$ cat config.mk
export PLATFORM = sky130hd
export DESIGN_NAME = quiet_gate
export DESIGN_NICKNAME = d
export VERILOG_FILES = /design/src/rtl/quiet_gate.sv
export SDC_FILE = /design/constraint.sdc
export NUM_CORES = 1
export LEC_CHECK = 0
export BUFFER_PORTS_ARGS = -buffer_cell sky130_fd_sc_hd__buf_4
export CAP_MARGIN = 10
export CORE_MARGIN = 5
export CORE_UTILIZATION = 58
export DETAILED_ROUTE_END_ITERATION = 8
export PLACE_DENSITY = 0.86
export SLEW_MARGIN = 10
export SYNTH_ARGS = -nofsm -noshare
export SYNTH_HDL_FRONTEND = slang
export SYNTH_SLANG_ARGS = --single-unit
export TNS_END_PERCENT = 1
$ cat constraint.sdc
create_clock -name clk -period 8.6 [get_ports clk]
set_input_delay 1.29 -clock clk [delete_from_list [all_inputs] [get_ports clk]]
set_output_delay 1.29 -clock clk [all_outputs]
set_load 0.03 [all_outputs]
$ cat src/rtl/quiet_gate.sv
module quiet_gate #(
  parameter int DATA_W = 16,
  parameter int THR_W = 8,
  parameter int HOLD_SAMPLES = 200,
  parameter logic [THR_W-1:0] THR_RESET = 8'h1F
) (
  input  logic              clk,
  input  logic              rst_n,
  input  logic              en,
  input  logic              thr_load,
  input  logic [THR_W-1:0]  thr_in,
  input  logic              in_valid,
  input  logic [DATA_W-1:0] in_sample,
  output logic              out_valid,
  output logic [DATA_W-1:0] out_sample,
  output logic              out_muted
);
  localparam int CNT_W = $clog2(HOLD_SAMPLES + 1);
  localparam logic [CNT_W-1:0] HOLD_C = CNT_W'(HOLD_SAMPLES);
  localparam logic [DATA_W-1:0] MOST_NEG = {1'b1, {(DATA_W-1){1'b0}}};
  localparam logic [DATA_W-1:0] MOST_POS = {1'b0, {(DATA_W-1){1'b1}}};

  logic [THR_W-1:0]  thr_q;
  logic [CNT_W-1:0]  cnt_q;
  logic [DATA_W-1:0] mag;
  logic [CNT_W-1:0]  cnt_inc;
  logic              quiet;
  logic              mute_now;

  assign mag = (in_sample == MOST_NEG) ? MOST_POS :
               (in_sample[DATA_W-1] ? (~in_sample + 1'b1) : in_sample);
  assign quiet = (mag[DATA_W-1:THR_W] == '0) && (mag[THR_W-1:0] < thr_q);
  assign cnt_inc = (cnt_q == HOLD_C) ? cnt_q : cnt_q + 1'b1;
  assign mute_now = en && quiet && (cnt_inc == HOLD_C);

  always_ff @(posedge clk) begin
    if (!rst_n) thr_q <= THR_RESET;
    else if (thr_load) thr_q <= thr_in;
  end

  always_ff @(posedge clk) begin
    if (!rst_n || !en) cnt_q <= '0;
    else if (in_valid) cnt_q <= quiet ? cnt_inc : '0;
  end

  always_ff @(posedge clk) begin
    if (!rst_n) begin
      out_valid  <= 1'b0;
      out_sample <= '0;
      out_muted  <= 1'b0;
    end else begin
      out_valid <= in_valid;
      if (in_valid) begin
        out_sample <= mute_now ? '0 : in_sample;
        out_muted  <= mute_now;
      end
    end
  end
endmodule

==> summary.log, run 1 <==
qor: global_routing.number_of_antenna_violations_at_the_first_check_in_global_routing 0
qor: clocking.clk_pin_slew_worst_paths 0.09 ns
qor: timing.grt_setup_unrepaired false
qor: floorplanning.core_area 3420 um^2
qor: logic_synthesis.yosys.area_share.xor_xnor 4.16%
qor: final_layout.layout.core_utilization 73.1%
qor: routing.routed_wirelength 4960 um
qor: timing.relSlewSlack 22.1%
qor: logic_synthesis.synth.lib_cells_used.distinct 53
qor: routing.drt_pre_antenna_iters 4
qor: clocking.clock_tree.root_cell clkbuf_4
qor: timing.timing.final.max_slew_violations 0
qor: global_routing.global_route.overflow_total 0
qor: setup_path.critPathSlowestCell nor4b_4
qor: timing.timing.clock.skew 0.0142 ns
qor: setup_path.path_max_fanout 17
qor: logic_synthesis.post_synth_mux_area_share 1.90%
qor: pwr.vdd_ir_drop_max 101 uV
qor: place.dp.cells 320
qor: logic_synthesis.synthesis.area_per_instance 8.70 um^2
qor: worst_hold_path.worstHoldPathCells 1
qor: logic_synthesis.synth.yosys.seq_area_share 32.3%
qor: floorplanning.floorplan.initialDensity 61.6%
qor: routing.drt_drc 0
qor: worst_hold_path.worstHoldPathType reg2reg
qor: routing.drt-vias-per-instance 6.00
qor: logic_synthesis.ys_dominant_reg_cell dfxtp_1
qor: final_layout.fin_nets 320
qor: setup_path.crit_chain buf_4 -> inv_1 -> ha_1 -> nor4b_2 -> nand4_1 -> o211ai_1 -> ha_1 -> and3_1 -> a221oi_1 -> o22ai_1 -> nor4b_4 -> nand4_4 -> a32o_1
qor: setup_path.critical_path_class in2reg
qor: clocking.clock_insertion_delay_worst_skew 0.34 ns
qor: setup_path.crit-reg2reg-launch thr_q[2]$_SDFFE_PN1P_
qor: logic_synthesis.synth_top_family_by_area simple AND/OR/NAND/NOR gates
qor: final_layout.layout-drive-gt1-share 21.6%
qor: place.port_buffers 46
qor: place.place_congestion 0.940
qor: logic_synthesis.netlist_area 2100 um^2
qor: global_routing.wire_length_of_the_first_global_routing_pass 8380 um
qor: final_layout.final_cell_count_no_fill 328
qor: setup_path.critical_path.endpoint_type register
qor: logic_synthesis.synthDominantAreaCellType dfxtp_1
qor: worst_hold_path.timing.hold.worst.start out_sample[11]$_SDFFE_PN0P_
qor: flow_run.max-cap-violations 0
qor: logic_synthesis.synth-simple-area-share 26.8%
qor: setup_path.minimum_setup_slack_among_reg_to_reg_paths 5.66 ns
qor: timing.finalSetupViolations 0
qor: routing.drt_iter0_drc 129
qor: place.post-dp-hpwl 3630 um
qor: floorplanning.fp-row-count 21
qor: clocking.cts_resized 0
qor: timing.finalWorstPathRequiredPeriod 4.88 ns
qor: logic_synthesis.synth_compound_area_share 22.3%
qor: clocking.cts_num_sinks 34
qor: clocking.ctsHtreeMaxLevel 2
qor: timing.hold_viol 0
qor: run_status.status complete, no violations
qor: floorplanning.floorplan.die_area 4930 um^2
qor: setup_path.required 8.83 ns
qor: logic_synthesis.area_share_of_the_leading_cell_type_in_the_synthesized_netlist 32.3%
qor: routing.average_wire_per_standard_cell 15.1 um
qor: timing.max_clock_freq 0.205 GHz
qor: routing.vias 1967
qor: setup_path.critical_path.startpoint_type input pin
qor: clocking.post_cts_repair_timing_setup_buffer_count 0
qor: pwr.power_density 136 nW/um^2
qor: setup_path.timing.reg2reg.worst_path_depth 8
qor: logic_synthesis.syn-num-nets 281
qor: timing.tightestPinTransition 1.17 ns
qor: setup_path.critPathMostFrequentCell ha_1
qor: worst_hold_path.worst_hold_path.endpoint out_sample[11]$_SDFFE_PN0P_
qor: logic_synthesis.synth.cells.most_frequent dfxtp_1 (34), nand2_1 (23), inv_1 (17), a32o_1 (16)
qor: setup_path.timing.critical_path.arrival 5.10 ns
qor: logic_synthesis.async_reset_ff_share 0%
qor: clocking.cts_made_buffers 5
qor: final_layout.num_antenna_cells 0
qor: logic_synthesis.synthesis.instances 242
qor: logic_synthesis.arithmetic_cell_share_of_the_synthesized_area_counting_full_adders_half_adders_and_majority_gates 5.95%
qor: floorplanning.floorplan.die.height 70.2 um
qor: routing.ant_nets 0
qor: final_layout.n_fill_cell 285
qor: logic_synthesis.synth-seq-cells 34
qor: clocking.cts_max_path_buffers 2
qor: logic_synthesis.synth-edff-count 0
qor: timing.min_period_over_period 56.7%
qor: global_routing.grt_max_degree 20
qor: floorplanning.io_pins 47
qor: clocking.ctsHoldBuffers 0
qor: logic_synthesis.yosys-top-cells-area dfxtp_1 (32%), a32o_1 (7.6%), ha_1 (5.9%)
qor: floorplanning.die_w 70.2 um
qor: final_layout.register_area 681 um^2
qor: global_routing.global_route.usage.total 20.6%
qor: setup_path.crit-reg2reg-capture out_sample[14]$_SDFFE_PN0P_
qor: logic_synthesis.post-synth-top-count-cell dfxtp_1
qor: pwr.total_leakage_power 1.05 nW
qor: final_layout.area_growth_from_synthesis_to_layout 18.7%
qor: logic_synthesis.synth-warning-count 0
qor: timing.setup-tns-final 0 ns
qor: setup_path.worst_path_largest_cell_delay 0.70 ns
qor: final_layout.area_taken_by_multi_input_logic_gates 1290 um^2
qor: global_routing.grt_pass1_vias 1835
qor: clocking.tritoncts built
## layout make-up
type | instances | share of cell area (%)
timing repair buffer | 46 | 13.8
tap | 46 | 2.30
sequential | 34 | 27.3
inverter | 18 | 2.71
multi-input combinational | 176 | 51.5
clock inverter | 1 | 0.200
clock buffer | 7 | 2.20
## registers in the layout (all words and copies together), names as in the netlist
register	flops
thr_q	8
out_sample	16
cnt_q	8
out_valid	1
out_muted	1
## kinds of logic (layout without fill, tap and decap cells)
group	count (synthesis)	in the layout
multiplexers	4	4
XOR/XNOR	10	10
buffers and inverters	32	72
AND/OR/NAND/NOR	92	92
AO/OA/AOI/OAI	60	60
adder cells (fa/ha/maj)	10	10
flip-flops	34	34
## how the worst max path moves through the flow
stage	slack, ns	from	endpoint
finish	3.72	in_sample[1]	out_sample[14]$_SDFFE_PN0P_
global route	3.44	in_sample[1]	out_sample[11]$_SDFFE_PN0P_
CTS	3.82	in_sample[1]	out_sample[2]$_SDFFE_PN0P_
detailed placement	3.47	in_sample[1]	out_sample[2]$_SDFFE_PN0P_
global placement	3.57	in_sample[1]	out_sample[13]$_SDFFE_PN0P_
floorplan	4.38	in_sample[9]	out_sample[10]$_SDFFE_PN0P_
## report_power, final
part	total, mW	switching (mW)	internal, mW	leakage (nW)
Clock	0.0946	0.0550	0.0396	0.0353
Combinational	0.0767	0.0432	0.0335	0.732
Sequential	0.168	0.00327	0.164	0.279
Total	0.339	0.101	0.238	1.05
## cell usage in the layout (no fill, tap or decap), types with 3 or more instances in the layout
cell,count
a32o_1,16
nand2b_1,9
nor3_1,10
a21oi_1,8
inv_1,17
nand2_1,23
xor2_1,7
o21ai_0,5
nor3b_1,6
o211ai_1,9
nand4_1,8
nor2b_1,6
xnor2_1,3
nor2_1,6
mux2i_1,4
buf_4,46
ha_1,10
dfxtp_1,34
nand3_1,7
clkbuf_4,5
a31oi_1,4
## routing by layer
metal / GRT usage (%) / wire length, um
met1: 27.6 / 2410
met5: 0 / 0
met3: 5.60 / 323
met2: 32.2 / 2160
met4: 5.74 / 77
## worst max-delay path: cells and delay by family
family                     cells  cell delay (ns)
and+or+nand+nor                5             2.12
buffers and inverters          2             0.18
AOI/OAI and AO/OA              4             1.05
adders and majority gates      2             0.45
## through the flow
| stage | power [mW] | setup WS [ns] | hold WS (ns) | area [um^2] |
|---|---|---|---|---|
| CTS | 0.342 | 3.82 | 0.479 | 2500 |
| global route | 0.356 | 3.44 | 0.496 | 2500 |
| detailed placement | 0.248 | 3.47 | 0.456 | 2440 |
| global placement | 0.246 | 3.57 | 0.450 | 2440 |
| floorplan | 0.218 | 4.38 | 0.443 | 2100 |
| finish | 0.339 | 3.72 | 0.474 | 2500 |
(Power assumes the default switching activity.)
==> run 2: changes to the inputs <==
- ABC_AREA: not set -> 1
- CORE_UTILIZATION: 58 -> 50
- PLACE_DENSITY: 0.86 -> 0.77
- clock period: 8.6 -> 4.4 ns (I/O delays scaled with it)
==> summary.log, run 2 <==
qor: clocking.ctsHtreeMaxLevel 2
qor: clocking.ctsHoldBuffers 0
qor: setup_path.path_max_fanout 17
qor: global_routing.global_route.overflow_total 0
qor: clocking.clk_pin_slew_worst_paths 0.07 ns
qor: routing.ant_nets 0
qor: clocking.post_cts_repair_timing_setup_buffer_count 0
qor: timing.tightestPinTransition 0.879 ns
qor: timing.worst_hold_margin 0.464 ns
qor: logic_synthesis.synth.yosys.seq_area_share 28.6%
qor: clocking.cts_resized 0
qor: routing.average_wire_per_standard_cell 11.4 um
qor: timing.hold_viol 0
qor: routing.vias 2325
qor: floorplanning.floorplan.die_area 6230 um^2
qor: timing.grt_setup_unrepaired false
qor: final_layout.fin_nets 457
qor: final_layout.area_growth_from_synthesis_to_layout 18.4%
qor: logic_synthesis.async_reset_ff_share 0%
qor: global_routing.grt_max_degree 32
qor: floorplanning.core_area 4660 um^2
qor: global_routing.wire_length_of_the_first_global_routing_pass 9560 um
qor: place.dp.cells 465
qor: logic_synthesis.ys_dominant_reg_cell dfxtp_1
qor: pwr.vdd_ir_drop_max 137 uV
qor: logic_synthesis.synth-edff-count 0
qor: final_layout.largest_register_ffs 16
qor: clocking.tritoncts built
qor: logic_synthesis.synth-seq-cells 34
qor: final_layout.num_antenna_cells 0
qor: final_layout.final_cell_count_no_fill 473
qor: setup_path.timing.critical_path.arrival 3.16 ns
qor: floorplanning.floorplan.initialDensity 51.0%
qor: floorplanning.fp-row-count 25
qor: setup_path.minimum_setup_slack_among_reg_to_reg_paths 2.26 ns
qor: routing.drt-vias-per-instance 4.92
qor: final_layout.layout-drive-gt1-share 19.3%
qor: clocking.cts_made_buffers 5
qor: floorplanning.io_pins 47
qor: final_layout.reg.largest.list out_sample: 16 flops, cnt_q: 8 flops, thr_q: 8 flops
qor: timing.relSlewSlack 41.3%
qor: logic_synthesis.yosys-top-cells-area dfxtp_1 (29%), nand2_1 (20%), inv_1 (8.8%)
qor: logic_synthesis.synth-warning-count 0
qor: timing.timing.final.max_slew_violations 0
qor: pwr.total_leakage_power 1.47 nW
qor: clocking.cts_num_sinks 34
qor: logic_synthesis.synthDominantAreaCellType dfxtp_1
qor: logic_synthesis.syn-num-nets 417
qor: setup_path.critical_path.startpoint_type input pin
qor: timing.timing.clock.skew 0.00401 ns
qor: setup_path.required 4.55 ns
qor: logic_synthesis.synthesis.instances 378
qor: routing.drt_iter0_drc 136
qor: worst_hold_path.worstHoldPathType reg2reg
qor: final_layout.largest_register out_sample
qor: timing.max_clock_freq 0.332 GHz
qor: clocking.cts_max_path_buffers 2
qor: timing.min_period_over_period 68.5%
qor: timing.setup-tns-final 0 ns
qor: global_routing.grt_pass1_vias 2194
qor: final_layout.layout.core_utilization 60.4%
qor: place.place_congestion 0.926
qor: global_routing.global_route.usage.total 18.9%
qor: setup_path.critical_path.endpoint_type register
qor: logic_synthesis.netlist_area 2380 um^2
qor: place.port_buffers 46
qor: logic_synthesis.synth.lib_cells_used.distinct 30
qor: floorplanning.die_w 78.9 um
qor: global_routing.number_of_antenna_violations_at_the_first_check_in_global_routing 0
qor: logic_synthesis.synth.cells.most_frequent nand2_1 (125), inv_1 (56), a21oi_1 (37), dfxtp_1 (34), nor2_1 (26)
qor: setup_path.critical_path_class in2reg
qor: place.post-dp-hpwl 4250 um
qor: logic_synthesis.post-synth-top-count-cell nand2_1
qor: logic_synthesis.area_share_of_the_leading_cell_type_in_the_synthesized_netlist 28.6%
qor: timing.finalSetupViolations 0
qor: routing.drt_drc 0
qor: floorplanning.floorplan.die.height 78.9 um
qor: final_layout.most_common_cell_after_layout_fill_and_taps_aside nand2_1
qor: clocking.clock_insertion_delay_worst_skew 0.29 ns
qor: clocking.clock_tree.root_cell clkbuf_8
qor: routing.routed_wirelength 5400 um
qor: final_layout.layout.cells.most_common_list nand2_1 (125), inv_1 (56), buf_4 (46), a21oi_1 (37), dfxtp_1 (34)
qor: pwr.totalPowerFinal 0.735 mW
qor: routing.drt_pre_antenna_iters 4
qor: final_layout.n_fill_cell 455
qor: logic_synthesis.synthesis.area_per_instance 6.29 um^2
qor: timing.finalWorstPathRequiredPeriod 3.02 ns
qor: flow_run.max-cap-violations 0
qor: run_status.status complete, no violations
qor: pwr.power_density 261 nW/um^2
## run 2: cell count changes in the layout (fill, tap and decap cells not counted), sizes merged, moves of 4 or more
cell    delta
o211ai     -7
nor3       -9
nor2b      -6
nor2      +29
nor3b      -6
nand2b     -9
a32o      -16
a21oi     +31
a31oi      -4
nand2    +113
mux2i      -4
o21ai      +5
inv       +39
nand3     +14
## run 2: worst max-delay path: stages
cell	delay, ns
buf_4	0.13
inv_1	0.07
ha_1	0.18
nand2_2	0.10
nor2_4	0.17
nand3_2	0.16
nand3_1	0.13
ha_1	0.24
a21oi_1	0.19
o21a_1	0.14
nand2_1	0.05
nor2_1	0.13
nand2_2	0.10
nor2_8	0.18
nand4_4	0.28
nand2_1	0.15
a21oi_1	0.07
## run 2: kinds of logic after synthesis
kind of cell / Yosys count / synth area share [%]
xor gates and xnor gates: 5 / 1.84
buffers and inverters: 69 / 11.8
DFF: 34 / 28.6
and+or+nand+nor: 207 / 40.0
adders and majority gates: 10 / 5.27
AOI/OAI and AO/OA: 53 / 12.4
## run 2: metrics by stage
stage	setup WS [ns]	cell area [um^2]
2_1_floorplan	1.60	2380
3_3_place_gp	1.15	2720
3_5_place_dp	1.11	2720
4_1_cts	1.40	2810
5_1_grt	1.06	2810
6_report	1.38	2810
## run 2: final timing paths
| check | start | to | cells past startpoint |
|---|---|---|---|
| worst min register to register | thr_q[6]$_SDFFE_PN0P_ | thr_q[6]$_SDFFE_PN0P_ | 2 |
| worst max register to register | cnt_q[1]$_SDFFE_PP0P_ | out_sample[3]$_SDFFE_PN0P_ | 12 |
| worst min-delay path | thr_q[6]$_SDFFE_PN0P_ | thr_q[6]$_SDFFE_PN0P_ | 2 |
| worst max-delay path | in_sample[0] | out_sample[3]$_SDFFE_PN0P_ | 17 |
## run 2: cell type report
class	count	area, um^2	share of cell area (%)
clock buffer	6	82.6	2.93
clock inverter	2	12.5	0.445
inverter	56	210	7.47
multi-input combinational	275	1420	50.3
sequential	34	681	24.2
tap	54	67.6	2.40
timing repair buffer	46	345	12.3
## run 2: where the power goes
part / switching, mW / internal (mW) / leakage [nW] / total [mW]
registers: 0.00595 / 0.322 / 0.280 / 0.328
logic: 0.0996 / 0.0632 / 1.14 / 0.163
clock network: 0.119 / 0.126 / 0.0472 / 0.245
## run 2: routing by layer
metal  up-vias  GRT usage, %  routed length (um)
li1       1257             -                   -
met1      1017          24.5                2590
met2        42          30.9                2460
met3         9          3.85                 235
met4         0          7.39                 114
met5         -             0                   0
==> run 3: changes to the inputs <==
- CORE_UTILIZATION: 50 -> 55
- PLACE_DENSITY: 0.77 -> 0.81
- clock period: 4.4 -> 3 ns (I/O delays scaled with it)
==> summary.log, run 3 (same netlist as run 2, synthesis figures left out) <==
qor: final_layout.fin_nets 458
qor: pwr.total_leakage_power 1.48 nW
qor: clocking.post_cts_repair_timing_setup_buffer_count 0
qor: final_layout.largest_register_ffs 16
qor: floorplanning.core_area 4260 um^2
qor: routing.average_wire_per_standard_cell 11.9 um
qor: clocking.cts_num_sinks 34
qor: timing.grt_setup_unrepaired false
qor: setup_path.required 3.14 ns
qor: timing.max_clock_freq 0.372 GHz
qor: floorplanning.fp-row-count 24
qor: clocking.clock_insertion_delay_worst_skew 0.28 ns
qor: timing.setup-tns-final 0 ns
qor: timing.finalSetupViolations 0
qor: floorplanning.floorplan.initialDensity 55.7%
qor: global_routing.wire_length_of_the_first_global_routing_pass 9270 um
qor: routing.drt_iter0_drc 140
qor: final_layout.area_growth_from_synthesis_to_layout 18.5%
qor: global_routing.global_route.overflow_total 0
qor: pwr.power_density 381 nW/um^2
qor: worst_hold_path.worstHoldPathType in2reg
qor: setup_path.critical_path_class in2reg
qor: setup_path.critical_path.startpoint_type input pin
qor: clocking.tritoncts built
qor: global_routing.grt_pass1_vias 2149
qor: clocking.ctsHoldBuffers 0
qor: routing.vias 2390
qor: final_layout.layout.cells.most_common_list nand2_1 (125), inv_1 (56), buf_4 (47), a21oi_1 (37), dfxtp_1 (34)
qor: routing.drt_drc 0
qor: timing.tightestPinTransition 0.866 ns
qor: place.post-dp-hpwl 4290 um
qor: run_status.status complete, no violations
qor: setup_path.critical_path.endpoint_type register
qor: final_layout.layout-drive-gt1-share 19.3%
qor: place.dpl-instance-area 2720 um^2
qor: flow_run.max-cap-violations 0
qor: final_layout.reg.largest.list out_sample: 16 flops, cnt_q: 8 flops, thr_q: 8 flops
qor: final_layout.largest_register out_sample
qor: timing.timing.clock.skew 0.00399 ns
qor: pwr.vdd_ir_drop_max 177 uV
qor: final_layout.n_fill_cell 395
qor: floorplanning.floorplan.die_area 5730 um^2
qor: global_routing.number_of_antenna_violations_at_the_first_check_in_global_routing 0
qor: routing.routed_wirelength 5600 um
qor: final_layout.num_antenna_cells 0
qor: clocking.clock_tree.root_cell clkbuf_8
qor: routing.drt-vias-per-instance 5.06
qor: timing.min_period_over_period 89.6%
qor: clocking.ctsHtreeMaxLevel 2
qor: setup_path.path_max_fanout 17
qor: global_routing.grt_max_degree 32
qor: clocking.cts_made_buffers 5
qor: final_layout.final_design_area_no_fill 2820 um^2
qor: final_layout.most_common_cell_after_layout_fill_and_taps_aside nand2_1
qor: clocking.cts_max_path_buffers 2
qor: clocking.cts_resized 0
qor: global_routing.global_route.usage.total 20.7%
qor: place.port_buffers 46
qor: place.place_congestion 0.887
qor: clocking.clk_pin_slew_worst_paths 0.07 ns
qor: floorplanning.die_w 75.7 um
qor: floorplanning.io_pins 47
qor: routing.drt_pre_antenna_iters 4
qor: timing.relSlewSlack 42.2%
qor: timing.timing.final.max_slew_violations 0
qor: timing.hold_viol 0
qor: floorplanning.floorplan.die.height 75.7 um
qor: setup_path.timing.critical_path.arrival 2.83 ns
qor: timing.finalWorstPathRequiredPeriod 2.69 ns
qor: routing.ant_nets 0
run 3: changes by cell type in the layout (fill, tap and decap cells not counted):
| cell | previous run | this run |
|---|---|---|
| buf_4 | 46 | 47 |
| clkbuf_1 | 0 | 1 |
| clkinvlp_4 | 1 | 0 |
run 3: cell type report:
class | instances | area, um^2 | area share [%]
Clock buffer | 7 | 86.3 | 3.07
Clock inverter | 1 | 5.00 | 0.178
Inverter | 56 | 210 | 7.47
Multi-Input combinational cell | 275 | 1420 | 50.3
Sequential cell | 34 | 681 | 24.2
Tap cell | 52 | 65.1 | 2.31
Timing Repair Buffer | 47 | 353 | 12.5
run 3: power breakdown:
part	internal [mW]	switching, mW	total, mW
sequential	0.472	0.00871	0.480
combinational	0.0931	0.148	0.241
clock	0.185	0.167	0.352
run 3: worst max-delay path, stage by stage:
cell	delay [ns]
buf_4	0.13
inv_1	0.07
ha_1	0.18
nand2_2	0.10
nor2_4	0.17
nand3_2	0.16
nand3_1	0.12
ha_1	0.24
a21oi_1	0.15
o21a_1	0.13
nand2_1	0.06
nor2_1	0.14
nand2_2	0.10
nor2_8	0.12
nand4_4	0.27
nand2_1	0.16
a21oi_1	0.07
run 3: path summary, 6_finish.rpt:
check,to,cells after the start,start,slack (ns)
setup / recovery,out_sample[3]$_SDFFE_PN0P_,17,in_sample[0],0.31
hold / removal,thr_q[0]$_SDFFE_PN1P_,3,thr_in[0],0.38
setup reg to reg,out_sample[3]$_SDFFE_PN0P_,12,cnt_q[1]$_SDFFE_PP0P_,0.87
hold reg to reg,out_sample[2]$_SDFFE_PN0P_,2,out_sample[2]$_SDFFE_PN0P_,0.47
run 3: stage by stage:
| step | total power [mW] | setup WS [ns] | instances | hold WS, ns | util, % |
|---|---|---|---|---|---|
| CTS | 1.08 | 0.331 | 472 | 0.378 | 66.0 |
| floorplan | 0.646 | 0.411 | 378 | 0.435 | - |
| finish | 1.07 | 0.313 | 472 | 0.379 | 66.0 |
| detailed placement | 0.731 | 0.0508 | 464 | 0.457 | 63.9 |
| global route | 1.14 | 0.149 | 472 | 0.384 | 66.0 |
| global placement | 0.727 | 0.0992 | 464 | 0.453 | 63.9 |
run 3: layer usage:
| layer | wire length [um] | GRT usage (%) |
|---|---|---|
| met1 | 2570 | 27.9 |
| met4 | 123 | 7.77 |
| met5 | 0 | 0 |
| met2 | 2670 | 32.7 |
| met3 | 225 | 4.22 |
